<file path="src/rtl/codec_pwr_pkg.sv">
`timescale 1ns/1ps
package codec_pwr_pkg;
  localparam int WORD_W  = 16;
  localparam int NLANE   = 7;
  localparam int NANA    = 4;
  localparam int REQ_LSB = 8;
  localparam int LB_BIT  = 7;

  // lane order follows control bits REQ_LSB upward
  localparam int L_ADC  = 0;
  localparam int L_DAC  = 1;
  localparam int L_MIX  = 2;
  localparam int L_VREF = 3;
  localparam int L_LINK = 4;
  localparam int L_CLK  = 5;
  localparam int L_HP   = 6;

  typedef logic [NLANE-1:0] lane_t;
  typedef logic [NANA-1:0]  ana_t;
endpackage

</file>
<file path="src/rtl/codec_pwr_rst_sync.sv">
`timescale 1ns/1ps
module codec_pwr_rst_sync (
  input  logic clk,
  input  logic rst_n,
  output logic rst_sync_n
);
  logic stage_q;

  always_ff @(posedge clk or negedge rst_n) begin
    if (!rst_n) begin
      stage_q    <= 1'b0;
      rst_sync_n <= 1'b0;
    end else begin
      stage_q    <= 1'b1;
      rst_sync_n <= stage_q;
    end
  end
endmodule

</file>
<file path="src/rtl/codec_pwr_regs.sv">
`timescale 1ns/1ps
module codec_pwr_regs
  import codec_pwr_pkg::*;
#(
  parameter int                ADDR_W   = 7,
  parameter logic [ADDR_W-1:0] CTRL_IDX = 7'h26,
  parameter logic [ADDR_W-1:0] GP_IDX   = 7'h20
) (
  input  logic              clk,
  input  logic              rst_n,
  input  logic              wr_en,
  input  logic [ADDR_W-1:0] addr,
  input  logic [WORD_W-1:0] wdata,
  input  ana_t              rdy,
  output logic [WORD_W-1:0] rdata,
  output lane_t             req,
  output logic              loopback
);
  localparam int PAD_HI = WORD_W - REQ_LSB - NLANE;
  localparam int PAD_LO = REQ_LSB - NANA;

  logic  ctrl_hit, gp_hit, ctrl_we, gp_we;
  lane_t req_d;
  logic  lb_d;
  logic  unused_wdata;

  assign unused_wdata = ^wdata;

  always_comb begin
    ctrl_hit = (addr == CTRL_IDX);
    gp_hit   = (addr == GP_IDX);
    ctrl_we  = wr_en && ctrl_hit;
    gp_we    = wr_en && gp_hit;
    req_d    = wdata[REQ_LSB +: NLANE];
    lb_d     = wdata[LB_BIT];
  end

  always_ff @(posedge clk or negedge rst_n) begin
    if (!rst_n) begin
      req      <= '0;
      loopback <= 1'b0;
    end else begin
      if (ctrl_we) req      <= req_d;
      if (gp_we)   loopback <= lb_d;
    end
  end

  always_comb begin
    rdata = '0;
    if (ctrl_hit) begin
      rdata = {{PAD_HI{1'b0}}, req, {PAD_LO{1'b0}}, rdy};
    end else if (gp_hit) begin
      rdata[LB_BIT] = loopback;
    end
  end
endmodule

</file>
<file path="src/rtl/codec_pwr_interlock.sv">
`timescale 1ns/1ps
module codec_pwr_interlock
  import codec_pwr_pkg::*;
(
  input  lane_t req,
  input  ana_t  rdy,
  output lane_t pd
);
  ana_t ana_pd;
  logic conv_down, settled, link_pd, clk_pd;

  always_comb begin
    conv_down      = req[L_ADC] & req[L_DAC];
    ana_pd[L_ADC]  = req[L_ADC];
    ana_pd[L_DAC]  = req[L_DAC];
    ana_pd[L_VREF] = req[L_VREF] & conv_down;
    ana_pd[L_MIX]  = req[L_MIX] | ana_pd[L_VREF];
    // every analog lane that stays up has finished powering up
    settled        = &(ana_pd | rdy);
    link_pd        = req[L_LINK] & (~req[L_CLK] | settled);
    clk_pd         = req[L_CLK] & conv_down & link_pd;
    pd             = {req[L_HP], clk_pd, link_pd, ana_pd};
  end
endmodule

</file>
<file path="src/rtl/codec_pwr_enables.sv">
`timescale 1ns/1ps
module codec_pwr_enables
  import codec_pwr_pkg::*;
(
  input  logic  clk,
  input  logic  rst_n,
  input  lane_t pd,
  input  logic  vref_rdy,
  output lane_t en
);
  lane_t en_d;

  for (genvar i = 0; i < NLANE; i++) begin : g_lane
    if (i == L_VREF) begin : g_root
      assign en_d[i] = ~pd[i];
    end else begin : g_dep
      // a lane may only start once the reference is ready
      assign en_d[i] = ~pd[i] & (en[i] | vref_rdy);
    end
  end

  always_ff @(posedge clk or negedge rst_n) begin
    if (!rst_n) en <= '0;
    else        en <= en_d;
  end
endmodule

</file>
<file path="src/rtl/codec_pwr_seq.sv">
`timescale 1ns/1ps
module codec_pwr_seq
  import codec_pwr_pkg::*;
#(
  parameter int                ADDR_W   = 7,
  parameter logic [ADDR_W-1:0] CTRL_IDX = 7'h26,
  parameter logic [ADDR_W-1:0] GP_IDX   = 7'h20
) (
  input  logic              clk,
  input  logic              rst_n,
  input  logic              wr_en,
  input  logic [ADDR_W-1:0] addr,
  input  logic [15:0]       wdata,
  output logic [15:0]       rdata,
  input  logic [3:0]        rdy_i,
  output logic [6:0]        pwr_en_o,
  output logic              loopback_o
);
  logic  rst_int_n;
  lane_t req, pd, en;

  codec_pwr_rst_sync u_rst (
    .clk        (clk),
    .rst_n      (rst_n),
    .rst_sync_n (rst_int_n)
  );

  codec_pwr_regs #(
    .ADDR_W   (ADDR_W),
    .CTRL_IDX (CTRL_IDX),
    .GP_IDX   (GP_IDX)
  ) u_regs (
    .clk      (clk),
    .rst_n    (rst_int_n),
    .wr_en    (wr_en),
    .addr     (addr),
    .wdata    (wdata),
    .rdy      (rdy_i),
    .rdata    (rdata),
    .req      (req),
    .loopback (loopback_o)
  );

  codec_pwr_interlock u_lock (
    .req (req),
    .rdy (rdy_i),
    .pd  (pd)
  );

  codec_pwr_enables u_en (
    .clk      (clk),
    .rst_n    (rst_int_n),
    .pd       (pd),
    .vref_rdy (rdy_i[L_VREF]),
    .en       (en)
  );

  assign pwr_en_o = en;
endmodule

</file>
<file path="config.mk">
export PLATFORM = sky130hd
export DESIGN_NAME = codec_pwr_seq
export DESIGN_NICKNAME = d
export VERILOG_FILES = /design/src/rtl/codec_pwr_pkg.sv /design/src/rtl/codec_pwr_rst_sync.sv /design/src/rtl/codec_pwr_regs.sv /design/src/rtl/codec_pwr_interlock.sv /design/src/rtl/codec_pwr_enables.sv /design/src/rtl/codec_pwr_seq.sv
export SDC_FILE = /design/constraint.sdc
export NUM_CORES = 1
export LEC_CHECK = 0
export BUFFER_PORTS_ARGS = -buffer_cell sky130_fd_sc_hd__buf_2
export CAP_MARGIN = 20
export CORE_AREA = 10 10 88 59
export CTS_CLUSTER_SIZE = 12
export DETAILED_ROUTE_END_ITERATION = 8
export DIE_AREA = 0 0 98 69
export GPL_ROUTABILITY_DRIVEN = 0
export MAX_ROUTING_LAYER = met4
export SYNTH_ARGS = -nofsm -noshare
export SYNTH_HDL_FRONTEND = slang
export SYNTH_HIERARCHICAL = 1
export SYNTH_SLANG_ARGS = --single-unit
</file>
<file path="constraint.sdc">
create_clock -name clk -period 1.24 [get_ports clk]
set_clock_uncertainty 0.15 [all_clocks]
set_input_delay 0.186 -clock clk [delete_from_list [all_inputs] [get_ports clk]]
set_output_delay 0.186 -clock clk [all_outputs]
set_load 0.1 [all_outputs]
</file>
==> metrics.txt <==
most frequent cell after synthesis=dfrtp_1; worst path required time=~0.90 ns; post-synthesis cell count=74; vias in the first global route=between 800 and 900; global-route wire length before repair=between 4 and 5 mm; CTS sink cnt=17; Hold WC Path Type=input port to flop; Setup CP Type=flop to output port; placed cell area=around 1500 µm²; post-layout min period=approximately 1.5 ns; YS warnings=6; combinational power share=~36%; dominant synthesized flop cell=dfrtp_1; routed vias/inst=4.230; Seq. cell area=roughly 440 µm²; filler cell count=318; Final Util=a little under half; clock tree buffer depth=2; Power Dens Cells=~1000 nW/µm²; total gr overflow=0; CP Cell Sequence=buf_6 -> and2_4 -> buf_12; I/O Buffers=41; DR iter-0 viols=21; Fin Hold WS=about 0.013 ns; final setup vio count=23; Synth top area share=around half; fin area=between 1500 and 2000 µm²; CTS tree=done; crit-path max cell delay=around 0.45 ns; row count=17; LEAKAGE=approximately 0.78 nW; Post-Layout Cell Count=~180; Cells after DPL=165; CTS Root Buffer Type=clkbuf_8; DRT Pass-1 Iters=4; Max-cap violations=0; register area share after synthesis=approximately half; switching part of the total power=between 30 and 40%; Area contributors post-synth=dfrtp_1 49%, mux2_2 10%, and2_1 9.3%; Die X=slightly below 100 µm; clock slew at reported path FFs=around 0.070 ns; final hold viol count=0; Total Wirelength=roughly 2.8 mm; RSZ-0062 raised after global routing=yes; critical path capture point type=output port; HPWL after DPL=between 2 and 2.5 mm; routed vias=roughly 750; Mean Syn Cell Area=~12 µm²; P_sw=0.6031 mW; fin crit share=118.0%; Slew Viols, Final=0; # nets final=approximately 160; Peak Freq=between 600 and 700 MHz; die area=between 6000 and 7000 µm²; failing checks=setup timing; Post-synth ARST share=100.0%; leading area contributor after synthesis=dfrtp_1; CP max FO=4; GRT Util Overall=8.145%; I/O Pins=54; Peak VDD IR=0.0005815 V; Die Y=around 69 µm; Mapped Area=around 870 µm²; CTS Buf Count=3; layout cell share with drive strength beyond 1=between 70 and 80%; slowest stage cell, crit path=dfrtp_2; ANT nets after route=0; PnR Total Power=1.687 mW; Starting Density=24.26%; count of state elements after synthesis=17; commonest cells in the netlist=17 x dfrtp_1, 13 x and2_1, 9 x buf_4; crit path launch type=flop; H-tree depth=1; clock power share=between 20 and 25%; P_int=around 1.1 mW; core area=roughly 3600 µm²; final worst slack=-0.2229 ns; Clk Latency, worst-skew pair=0.25 ns; initial antenna violation count=1; Post-Route Setup TNS=-3.133 ns; area delta synth->final=95.27%; EDFF count, synth=0; Met3 Routed Length=around 140 µm; Worst Path Arrival=1.13 ns; DR WL/cell=about 16 µm; drt drc=0; Reg power frac=between 30% and 40%; Top Layer Used=met4; Unique masters post-synth=21; area of the multi-input gates=approximately 470 µm²; dpl ws=-0.2486 ns; met2 WL=roughly 1.6 mm; run status=finished with violations; pin count of the biggest net entering global routing=16; Metal-1 WL=1.122 mm
## worst max-delay path, delay by kind of cell, from the launching register on
family / cells / cell delay [ns]
AND/OR/NAND/NOR: 1 / 0.13
buffers and inverters: 2 / 0.30
flip-flops: 1 / 0.45
## layer usage
layer | vias to the layer above | global-route usage (%)
li1 | 356 | -
met1 | 372 | 8.927
met2 | 23 | 13.46
met3 | 2 | 2.480
met4 | 0 | 3.344
met5 | - | -
## power groups by stage
stage | Clock (mW) | Combinational [mW] | Sequential, mW
floorplan | 0 | 0.149 | 0.856
finish | 0.412 | 0.607 | 0.668
global placement | 0 | 0.539 | 0.669
global route | 0.456 | 0.632 | 0.676
detailed placement | 0 | 0.545 | 0.672
CTS | 0.428 | 0.588 | 0.663
## flip-flops by register name, summed over array words and instances (netlist names)
signal,cells
u_en/en,7
u_regs/req,7
u_regs/loopback,1
u_rst/rst_sync_n,1
u_rst/stage_q,1
## repair_timing
item | in CTS | in global routing
cloned | 1 | 0
hold endpoints to repair | 2 | 0
setup endpoints to repair | 16 | 23
buffers inserted | 5 | 1
pin swaps | 6 | 2
gates resized for setup | 13 | 10
hold buffers | 1 | 0
## placed cells by master (no fill, tap or decap), types with 3 or more instances in the layout
cell      synthesis  layout
and2_4            0      11
and3_4            0       4
buf_12            0      20
buf_2             0      19
buf_4             9       8
buf_6             0      10
clkbuf_8          0       3
conb_1            2       5
dfrtp_1          17      10
dfrtp_2           0       6
mux2_2            8       7
o21ba_1           5       4
## cell families after synthesis
logic type,Yosys count,share of synthesized area (%)
AND/OR/NAND/NOR,25,20.95
flip-flops,17,48.78
buffers and inverters,12,9.181
AO/OA/AOI/OAI,10,9.900
multiplexers,8,10.33
other,2,0.8612
## final timing paths
check	from	to	slack, ns	depth (start not counted)
max	u_regs/req[1]	rdata[9]	-0.22	3
min	wdata[11]	u_regs/req[3]	0.01	2
max reg2reg	u_regs/req[3]	u_en/en[4]	-0.21	4
min reg2reg	u_rst/rst_sync_n	u_regs/req[3]	0.03	1
max in group asynchronous	u_rst/rst_sync_n	u_regs/loopback	0.70	1
min in group asynchronous	u_rst/rst_sync_n	u_regs/req[3]	0.03	1
## final cells by class
class | instances | share of cell area, %
inverters | 2 | 0.4409
repair buffers | 58 | 39.82
clock buffers | 3 | 2.425
well taps | 47 | 3.453
clock inverters | 1 | 0.2939
multi-input cells | 49 | 27.77
diodes | 1 | 0.1470
flip-flops and latches | 17 | 25.64
(Power assumes the default switching activity.)
